### src/rtl/rvs_pkg.sv
package rvs_pkg;

  typedef enum logic [2:0] {
    SEL_IDLE,
    SEL_INVALID,
    SEL_PLAIN,
    SEL_LOCAL_LRU,
    SEL_SPARE,
    SEL_EVICT_RMT,
    SEL_ALL_RMT
  } sel_kind_e;

endpackage

### src/rtl/rvs_home_class.sv
module rvs_home_class #(
  parameter int WAYS   = 8,
  parameter int TAG_W  = 20,
  parameter int NODE_W = 2
) (
  input  logic [WAYS*TAG_W-1:0] way_tag,
  input  logic [NODE_W-1:0]     local_node,
  output logic [WAYS-1:0]       way_rmt
);

  localparam int HOME_LSB = TAG_W - NODE_W;

  for (genvar g = 0; g < WAYS; g++) begin : g_way
    logic [NODE_W-1:0] home;
    assign home       = way_tag[g*TAG_W + HOME_LSB +: NODE_W];
    assign way_rmt[g] = (home != local_node);
  end

endmodule

### src/rtl/rvs_oldest_pick.sv
module rvs_oldest_pick #(
  parameter int WAYS  = 8,
  parameter int AGE_W = 3,
  parameter int IDX_W = 3
) (
  input  logic [WAYS-1:0]       cand,
  input  logic [WAYS*AGE_W-1:0] way_age,
  output logic                  found,
  output logic [IDX_W-1:0]      idx
);

  logic [AGE_W-1:0] best_age;

  always_comb begin
    found    = 1'b0;
    idx      = '0;
    best_age = '0;
    for (int i = 0; i < WAYS; i++) begin
      if (cand[i] && (!found || (way_age[i*AGE_W +: AGE_W] > best_age))) begin
        found    = 1'b1;
        idx      = IDX_W'(i);
        best_age = way_age[i*AGE_W +: AGE_W];
      end
    end
  end

endmodule

### src/rtl/rvs_retain_ctr.sv
module rvs_retain_ctr #(
  parameter int SETS   = 64,
  parameter int SET_W  = 6,
  parameter int CNT_W  = 3,
  parameter int THRESH = 4
) (
  input  logic             clk,
  input  logic             rst_n,
  input  logic [SET_W-1:0] rd_set,
  output logic [CNT_W-1:0] rd_cnt,
  input  logic             upd_en,
  input  logic             upd_clr
);

  localparam logic [CNT_W-1:0] CNT_MAX = {CNT_W{1'b1}};

  logic [CNT_W-1:0] cnt_q [SETS];
  logic [CNT_W-1:0] cnt_wr;

  assign rd_cnt = cnt_q[rd_set];

  always_comb begin
    if (upd_clr) begin
      cnt_wr = '0;
    end else if (rd_cnt == CNT_MAX) begin
      cnt_wr = rd_cnt;
    end else begin
      cnt_wr = rd_cnt + 1'b1;
    end
  end

  always_ff @(posedge clk or negedge rst_n) begin
    if (!rst_n) begin
      for (int s = 0; s < SETS; s++) begin
        cnt_q[s] <= '0;
      end
    end else if (upd_en) begin
      cnt_q[rd_set] <= cnt_wr;
    end
  end

  // an increment is only requested while the set is below threshold
  assert_inc_below_h_R6: assert property (@(posedge clk) disable iff (!rst_n)
    (upd_en && !upd_clr) |-> (int'(rd_cnt) < THRESH));

  // a clear is only requested once the threshold has been reached
  assert_clr_at_h_R7: assert property (@(posedge clk) disable iff (!rst_n)
    (upd_en && upd_clr) |-> (int'(rd_cnt) >= THRESH));

endmodule

### src/rtl/remote_victim_sel.sv
module remote_victim_sel #(
  parameter int WAYS   = 8,
  parameter int SETS   = 64,
  parameter int NODE_W = 2,
  parameter int TAG_W  = 20,
  parameter int AGE_W  = $clog2(WAYS),
  parameter int THRESH = WAYS / 2,
  parameter int SET_W  = $clog2(SETS),
  parameter int IDX_W  = $clog2(WAYS)
) (
  input  logic                  clk,
  input  logic                  rst_n,
  input  logic                  req_vld,
  input  logic [SET_W-1:0]      req_set,
  input  logic [WAYS-1:0]       way_valid,
  input  logic [WAYS*TAG_W-1:0] way_tag,
  input  logic [WAYS*AGE_W-1:0] way_age,
  input  logic [NODE_W-1:0]     local_node,
  input  logic                  bias_en,
  output logic                  vict_vld,
  output logic [IDX_W-1:0]      vict_way
);

  import rvs_pkg::*;

  localparam int CNT_W = (THRESH < 1) ? 1 : $clog2(THRESH + 1);

  logic [WAYS-1:0]  way_rmt;
  logic [WAYS-1:0]  loc_cand;
  logic             all_found;
  logic [IDX_W-1:0] all_idx;
  logic             loc_found;
  logic [IDX_W-1:0] loc_idx;
  logic             all_valid;
  logic [IDX_W-1:0] inv_idx;
  logic [CNT_W-1:0] set_cnt;
  logic             upd_en;
  logic             upd_clr;
  sel_kind_e        sel_kind;
  logic [IDX_W-1:0] pick_idx;

  logic             vld_d, vld_q;
  logic [IDX_W-1:0] way_d, way_q;

  rvs_home_class #(.WAYS(WAYS), .TAG_W(TAG_W), .NODE_W(NODE_W)) u_class (
    .way_tag    (way_tag),
    .local_node (local_node),
    .way_rmt    (way_rmt)
  );

  assign loc_cand  = way_valid & ~way_rmt;
  assign all_valid = &way_valid;

  rvs_oldest_pick #(.WAYS(WAYS), .AGE_W(AGE_W), .IDX_W(IDX_W)) u_pick_all (
    .cand    (way_valid),
    .way_age (way_age),
    .found   (all_found),
    .idx     (all_idx)
  );

  rvs_oldest_pick #(.WAYS(WAYS), .AGE_W(AGE_W), .IDX_W(IDX_W)) u_pick_loc (
    .cand    (loc_cand),
    .way_age (way_age),
    .found   (loc_found),
    .idx     (loc_idx)
  );

  rvs_retain_ctr #(.SETS(SETS), .SET_W(SET_W), .CNT_W(CNT_W), .THRESH(THRESH)) u_ctr (
    .clk     (clk),
    .rst_n   (rst_n),
    .rd_set  (req_set),
    .rd_cnt  (set_cnt),
    .upd_en  (upd_en),
    .upd_clr (upd_clr)
  );

  // lowest-numbered invalid way
  always_comb begin
    inv_idx = '0;
    for (int i = WAYS - 1; i >= 0; i--) begin
      if (!way_valid[i]) begin
        inv_idx = IDX_W'(i);
      end
    end
  end

  // victim decision
  always_comb begin
    sel_kind = SEL_IDLE;
    pick_idx = '0;
    upd_en   = 1'b0;
    upd_clr  = 1'b0;
    if (req_vld) begin
      if (!all_valid) begin
        sel_kind = SEL_INVALID;
        pick_idx = inv_idx;
      end else if (!bias_en) begin
        sel_kind = SEL_PLAIN;
        pick_idx = all_idx;
      end else if (!way_rmt[all_idx]) begin
        sel_kind = SEL_LOCAL_LRU;
        pick_idx = all_idx;
      end else if (!loc_found) begin
        sel_kind = SEL_ALL_RMT;
        pick_idx = all_idx;
      end else if (int'(set_cnt) < THRESH) begin
        sel_kind = SEL_SPARE;
        pick_idx = loc_idx;
        upd_en   = 1'b1;
      end else begin
        sel_kind = SEL_EVICT_RMT;
        pick_idx = all_idx;
        upd_en   = 1'b1;
        upd_clr  = 1'b1;
      end
    end
  end

  // output next state
  always_comb begin
    vld_d = req_vld;
    way_d = way_q;
    if (req_vld) begin
      way_d = pick_idx;
    end
  end

  always_ff @(posedge clk or negedge rst_n) begin
    if (!rst_n) begin
      vld_q <= 1'b0;
      way_q <= '0;
    end else begin
      vld_q <= vld_d;
      if (req_vld) begin
        way_q <= way_d;
      end
    end
  end

  assign vict_vld = vld_q;
  assign vict_way = way_q;

  // strobe follows a request by exactly one cycle
  assert_vld_lat_R1: assert property (@(posedge clk) disable iff (!rst_n)
    vict_vld == $past(req_vld));

  // when a hole exists the chosen way must be a hole
  assert_invalid_first_R3: assert property (@(posedge clk) disable iff (!rst_n)
    (req_vld && !all_valid) |-> !way_valid[pick_idx]);

  // a spared decision must name a local, valid way
  assert_spare_local_R6: assert property (@(posedge clk) disable iff (!rst_n)
    (sel_kind == SEL_SPARE) |-> (!way_rmt[pick_idx] && way_valid[pick_idx]));

  // with all ways valid, the oldest-way search always finds a way
  assert_lru_found_R4: assert property (@(posedge clk) disable iff (!rst_n)
    (req_vld && all_valid) |-> all_found);

endmodule

### config.mk
export PLATFORM = sky130hd
export DESIGN_NAME = remote_victim_sel
export DESIGN_NICKNAME = d
export VERILOG_FILES = /design/src/rtl/rvs_pkg.sv /design/src/rtl/rvs_home_class.sv /design/src/rtl/rvs_oldest_pick.sv /design/src/rtl/rvs_retain_ctr.sv /design/src/rtl/remote_victim_sel.sv
export SDC_FILE = /design/constraint.sdc
export NUM_CORES = 1
export LEC_CHECK = 0
export BUFFER_PORTS_ARGS = -buffer_cell sky130_fd_sc_hd__buf_2
export CORE_MARGIN = 8
export CORE_UTILIZATION = 25
export CTS_BUF_LIST = sky130_fd_sc_hd__clkbuf_8 sky130_fd_sc_hd__clkbuf_16
export DETAILED_ROUTE_END_ITERATION = 12
export GPL_TIMING_DRIVEN = 1
export PLACE_DENSITY = 0.44
export SETUP_SLACK_MARGIN = 0.1
export SYNTH_ARGS = -nofsm -noshare
export SYNTH_HDL_FRONTEND = slang
export SYNTH_SLANG_ARGS = --single-unit
### constraint.sdc
create_clock -name clk -period 3.1 [get_ports clk]
set_input_delay 0.31 -clock clk [delete_from_list [all_inputs] [get_ports clk]]
set_output_delay 0.31 -clock clk [all_outputs]
set_load 0.005 [all_outputs]
==> impl_metrics.yaml, run 1 <==
clock_tree:
  cts_max_path_buffers: 2
  clock_latency_ps: 460
  clk_pin_slew_ps: 80
  h-tree-depth: 4
  cts_root_buffer: "clkbuf_16"
  cts_tree: "yes"
  clock_sinks: 196
  numCtsBuffers: 17
routing:
  route.detailed.drc: 0
  vias: 9839
  routedWlPerCell_um: 20.7
  first_pass_iters: 5
  drt_wl_total_mm: 41.5
  viasPerCell: 4.90
  ant_nets: 0
  drt_iter0_drc: 404
global_route:
  grt_pass1_vias: 10600
  grt_overflow: 0
  grt_pass1_wl_mm: 63.7
  grt_use_total: 0.151
  grt_start_max_net_pins: 92
  antenna_found_initial: 1
yosys:
  yosysSeqAreaShare: 0.412
  syn-instance-count: 1057
  synth-compound-area-share: 0.117
  async_flop_share: 1.00
  synth_edf_count: 0
  synth-simple-area-share: 0.135
  synth_seq_cells: 196
  synth_top_family_by_area: "multiplexers"
  synthAdderAreaFrac: 0.0452
  synth_nets: 1304
  synth_xor_area_frac: 0.0118
  synth_mux_area_frac: 0.246
  post_synth_num_cell_types: 72
  syn_avg_cell_area_um2: 11.3
  synthFlopType: "dfrtp_1"
  yosysWarnings: 0
  synth_area_um2: 11900
worst_hold_path:
  hold_path_class: "primary input to register"
  whs_path_depth: 1
  worstHoldEndpoint: "vict_vld"
  worstHoldStart: "req_vld"
die:
  io_pins: 208
  placeableCoreArea_um2: 47300
  dieArea_um2: 54900
  rows: 80
  fp.dieH_um: 234
  die_w_um: 234
  initial_utilization: 0.252
sta:
  fmax_ghz: 0.109
  setup-violations-final: 195
  tightest_slew_ps: 645
  fin_skew_ps: 17.1
  fin_crit_sh: 2.96
  timing.hold.ws_ps: 56.6
  rsz0062_at_grt: "yes"
  drv_slew: 0
  maxSlewHeadroom: 0.570
  hold_viol_final: 0
  fin_crit_ps: 9170
  setup_slack_ps: -6070
status:
  status: "finished, violations left"
  failed_checks: "negative setup slack"
worst_setup_path:
  crit_path_max_incr_delay_ps: 580
  critPathKind: "primary input to register"
  cp.required_ps: 3440
  reg2regPathDepth: 10
  worstPathMaxFanout: 7
  reg2reg_to: "u_ctr.cnt_q[133]"
  critPathSlowestCell: "or4_4"
  crit_path_end_kind: "register"
  startpoint_type: "primary input"
  rrSetupSlack_ps: -10
  crit_path_frequent_cell: "ha_4"
  cp_data_arrival_time_ps: 9510
  reg2reg_from: "u_ctr.cnt_q[48]"
power:
  p_clk_frac: 0.302
  ir_worst_vdd_v: 0.000407
  p_per_area_nw_per_um2: 437
  seqPwrFrac: 0.331
  switching_share: 0.332
  comb_power_share: 0.367
  p_sw_mw: 2.57
  p_leak_nw: 8.19
  intPower_mw: 5.17
final_layout:
  area_delta_synth_final_pct: 48.8
  n_antenna_cell: 0
  fin_util: 0.374
  final_layout_size_suffix_gt1_frac: 0.581
  stdcell_area_um2: 17700
  final_nets: 1626
place:
  place_ws_ps: -6730
  hpwl_mm: 30.1
  place_area_um2: 15800
  place.gp.congestion: 0.817
  port_buffers: 63
run:
  cap_violations: 0
[routing by layer]
metal  vias to the layer above  routed length, um  track usage
met5                         -                 12            0
met4                         2                750       0.0377
met3                        41               1260       0.0247
met2                       137              20400        0.255
met1                      5025              19100        0.199
li1                       4634                  -            -
[cell usage after synthesis, types with 6 or more instances]
library cell / instances / area [um2]
and2_1: 16 / 100
a21oi_1: 41 / 205
a211oi_1: 7 / 52.6
mux4_2: 7 / 158
or4_4: 6 / 67.6
or3_1: 6 / 37.5
a31oi_1: 11 / 68.8
a221oi_1: 20 / 175
dfrtp_1: 196 / 4900
buf_1: 11 / 41.3
nor4_2: 33 / 413
ha_1: 43 / 538
clkbuf_1: 50 / 188
o21a_1: 7 / 52.6
nand2b_1: 8 / 50.1
nor2b_1: 16 / 100
mux2_1: 18 / 203
buf_2: 11 / 55.1
a22oi_1: 21 / 158
inv_1: 25 / 93.8
o22ai_1: 9 / 56.3
xnor2_1: 14 / 123
mux2_2: 203 / 2290
mux2i_1: 26 / 260
nor3_1: 24 / 120
a21o_1: 8 / 60.1
o211ai_1: 8 / 60.1
nor2_1: 49 / 184
o21ai_0: 16 / 80.1
nand3_1: 18 / 90.1
nand2_1: 42 / 158
[power groups by stage]
| stage | Sequential, mW | Combinational (mW) | Clock [mW] |
|---|---|---|---|
| 6_report | 2.56 | 2.84 | 2.34 |
| 5_1_grt | 2.56 | 3.06 | 2.49 |
| 4_1_cts | 2.56 | 2.57 | 2.39 |
| 3_5_place_dp | 2.61 | 2.21 | 0 |
| 3_3_place_gp | 2.61 | 2.19 | 0 |
| 2_1_floorplan | 2.61 | 1.24 | 0 |
[stage by stage]
step / TNS (ps) / total power [mW] / std cells
2_1_floorplan: -1117830 / 3.86 / 1057
3_3_place_gp: -1215110 / 4.80 / 1901
3_5_place_dp: -1289890 / 4.83 / 1901
4_1_cts: -1148530 / 7.53 / 1974
5_1_grt: -1234940 / 8.11 / 2007
6_report: -1156140 / 7.74 / 2007
[flip-flops by register name, indices dropped and copies added, names as in the netlist]
signal and flops:
vict_vld 1, u_ctr.cnt_q 192, vict_way 3
[timing repair]
| item | 4_1_cts | 5_1_grt |
|---|---|---|
| endpoints found under the hold margin | 24 | 0 |
| cloned | 0 | 2 |
| setup endpoints to repair | 195 | 195 |
| setup buffers | 40 | 31 |
| hold buffers | 1 | 0 |
| gates resized for setup | 84 | 64 |
| pin swaps | 54 | 51 |
[final cells by class]
type | instances | area, um2
Fill cell | 4667 | 29600
Multi-Input combinational cell | 762 | 8260
Sequential cell | 196 | 4900
Timing Repair Buffer | 377 | 3090
Tap cell | 615 | 769
Clock buffer | 17 | 425
Clock inverter | 15 | 170
Inverter | 25 | 96.3
[logic make-up (layout without fill, tap and decap cells)]
group                      after synthesis  after routing
adders and majority gates               43             43
buffers and inverters                   99            434
and+or+nand+nor                        253            253
DFF                                    196            196
AOI/OAI and AO/OA                      195            195
muxes                                  255            255
xor gates and xnor gates                16             16
[critical path: cells and delay by family]
kind	cells	cell delay (ps)
simple gates	10	1990
fa+ha+maj	7	1630
compound gates	15	2780
buf+inv	8	860
mux	6	1930
[cells in the final DEF (no fill, tap or decap), types with 16 or more instances in the layout]
master       n
mux2i_1     20
mux2_4     102
inv_1       20
nor3_4      20
mux2_2     112
nor2_1      46
nor4_4      32
buf_2       56
ha_4        23
clkbuf_16   18
ha_1        18
buf_12      23
dfrtp_1    196
a221oi_1    20
buf_4      277
a21oi_1     29
nand2_1     39
a22oi_1     21
nand3_1     16
[how the worst max path moves through the flow]
stage	from	slack, ps	depth (start not counted)	to
floorplan	way_valid[0]	-5870	44	u_ctr.cnt_q[136]
global placement	way_valid[0]	-6340	48	u_ctr.cnt_q[138]
detailed placement	way_valid[0]	-6730	49	u_ctr.cnt_q[138]
CTS	way_age[1]	-5980	46	u_ctr.cnt_q[15]
global route	way_age[1]	-6440	49	u_ctr.cnt_q[136]
finish	way_age[1]	-6070	46	u_ctr.cnt_q[136]
Power figures use the tool's default switching activity.
==> inputs of run 2 (changes only) <==
--- a/config.mk
+++ b/config.mk
@@ -15,4 +15,5 @@
 export SETUP_SLACK_MARGIN = 0.1
 export SYNTH_ARGS = -nofsm -noshare
 export SYNTH_HDL_FRONTEND = slang
+export SYNTH_HIERARCHICAL = 1
 export SYNTH_SLANG_ARGS = --single-unit
==> impl_metrics.yaml, run 2 <==
worst_setup_path:
  critPathSlowestCell: "a211o_1"
  crit_path_end_kind: "register"
  cp_data_arrival_time_ps: 9860
  worstPathMaxFanout: 6
  critPathKind: "primary input to register"
  crit_path_frequent_cell: "buf_4"
  crit_path_max_incr_delay_ps: 320
  cp.required_ps: 3440
  startpoint_type: "primary input"
power:
  p_leak_nw: 8.38
  seqPwrFrac: 0.334
  p_per_area_nw_per_um2: 417
  p_sw_mw: 2.51
  intPower_mw: 5.16
  p_clk_frac: 0.293
  ir_worst_vdd_v: 0.000217
  switching_share: 0.328
  power.total_mw: 7.67
  comb_power_share: 0.373
routing:
  viasPerCell: 4.76
  drt_wl_total_mm: 42.5
  first_pass_iters: 4
  route.detailed.drc: 0
  drt_iter0_drc: 646
  ant_nets: 0
  vias: 11400
  routedWlPerCell_um: 17.8
final_layout:
  largest_register_ffs: 192
  layout.cells.most_common: "buf_4"
  n_antenna_cell: 0
  area_delta_synth_final_pct: 48.5
  final_nets: 1957
  fin_util: 0.376
  top_register: "u_ctr/cnt_q"
  final_cell_mix: "buf_4, dfrtp_1, nor2_1"
  final_layout_size_suffix_gt1_frac: 0.474
global_route:
  antenna_found_initial: 0
  grt_start_max_net_pins: 77
  grt_pass1_wl_mm: 66.8
  grt_pass1_vias: 11600
  grt_use_total: 0.149
  grt_overflow: 0
clock_tree:
  cts_root_buffer: "clkbuf_16"
  clock_latency_ps: 470
  cts_tree: "yes"
  numCtsBuffers: 17
  clk_pin_slew_ps: 70
  clock_sinks: 196
  h-tree-depth: 4
  cts_max_path_buffers: 2
sta:
  fmax_ghz: 0.105
  setup_slack_ps: -6420
  tightest_slew_ps: 716
  drv_slew: 0
  fin_skew_ps: 19.7
  setup-violations-final: 195
  fin_crit_sh: 3.07
  rsz0062_at_grt: "yes"
  hold_viol_final: 0
  fin_crit_ps: 9520
  maxSlewHeadroom: 0.522
worst_hold_path:
  hold_path_class: "primary input to register"
die:
  initial_utilization: 0.253
  die_w_um: 239
  fp.dieH_um: 239
  rows: 81
  dieArea_um2: 56900
  io_pins: 208
  placeableCoreArea_um2: 49000
yosys:
  synth_nets: 1596
  synth_area_um2: 12400
  yosysWarnings: 6
  syn_avg_cell_area_um2: 9.19
  syn-instance-count: 1349
run:
  cap_violations: 0
place:
  hpwl_mm: 31.0
  port_buffers: 63
  place_ws_ps: -7130
  place.gp.congestion: 0.812
status:
  status: "finished, violations left"
  failed_checks: "negative setup slack"
## run 2: power groups by stage
stage,Clock [mW],Combinational (mW),Sequential (mW)
after floorplan,0,1.20,2.62
after global placement,0,2.13,2.62
after detailed placement,0,2.15,2.62
after CTS,2.32,2.56,2.56
after global routing,2.42,3.08,2.57
final,2.25,2.86,2.56
## run 2: final timing paths
kind	start	end	slack [ps]	cells past startpoint
max	way_valid[0]	u_ctr/cnt_q[163]	-6420	62
min	req_vld	vict_vld	90	1
max reg2reg	u_ctr/cnt_q[180]	u_ctr/cnt_q[163]	-370	12
min reg2reg	u_ctr/cnt_q[146]	u_ctr/cnt_q[146]	480	2
max in group asynchronous	rst_n	u_ctr/cnt_q[167]	1870	3
min in group asynchronous	rst_n	u_ctr/cnt_q[182]	420	2
## run 2: routing by layer
layer,up-vias,wire length (um),global-route usage
li1,5597,-,-
met1,5584,20600,0.207
met2,143,20300,0.242
met3,41,1050,0.0205
met4,0,603,0.0329
met5,-,0,0
## run 2: layout make-up
| class | instances | area, um2 |
|---|---|---|
| well taps | 664 | 831 |
| multi-input cells | 1051 | 8410 |
| fillers | 4865 | 30600 |
| flip-flops and latches | 196 | 4900 |
| clock buffers | 17 | 425 |
| clock inverters | 15 | 168 |
| repair buffers | 413 | 3540 |
| inverters | 31 | 116 |
## run 2: worst max-delay path, delay by kind of cell
kind	cells	cell delay, ps
AO/OA/AOI/OAI	21	3430
adder cells (fa/ha/maj)	5	1350
buffers and inverters	25	3100
multiplexers	1	130
AND/OR/NAND/NOR	10	1530
## run 2: through the flow
stage | instances | area (um2) | setup TNS, ps | hold WS [ps]
after detailed placement | 2288 | 15900 | -1354570 | 401
after floorplan | 1349 | 12800 | -1247640 | 14.4
after global placement | 2288 | 15900 | -1318840 | 400
after CTS | 2366 | 17500 | -1197330 | 49.0
final | 2387 | 18400 | -1212040 | 85.2
after global routing | 2387 | 18400 | -1303430 | 65.4
## run 2: what timing repair did
action / 4_1_cts / 5_1_grt
endpoints found under the setup margin: 195 / 195
gates cloned: 2 / 3
resized for setup: 171 / 161
hold buffers: 1 / 0
hold endpoints to repair: 73 / 0
setup buffers: 43 / 23
pin swaps: 73 / 90
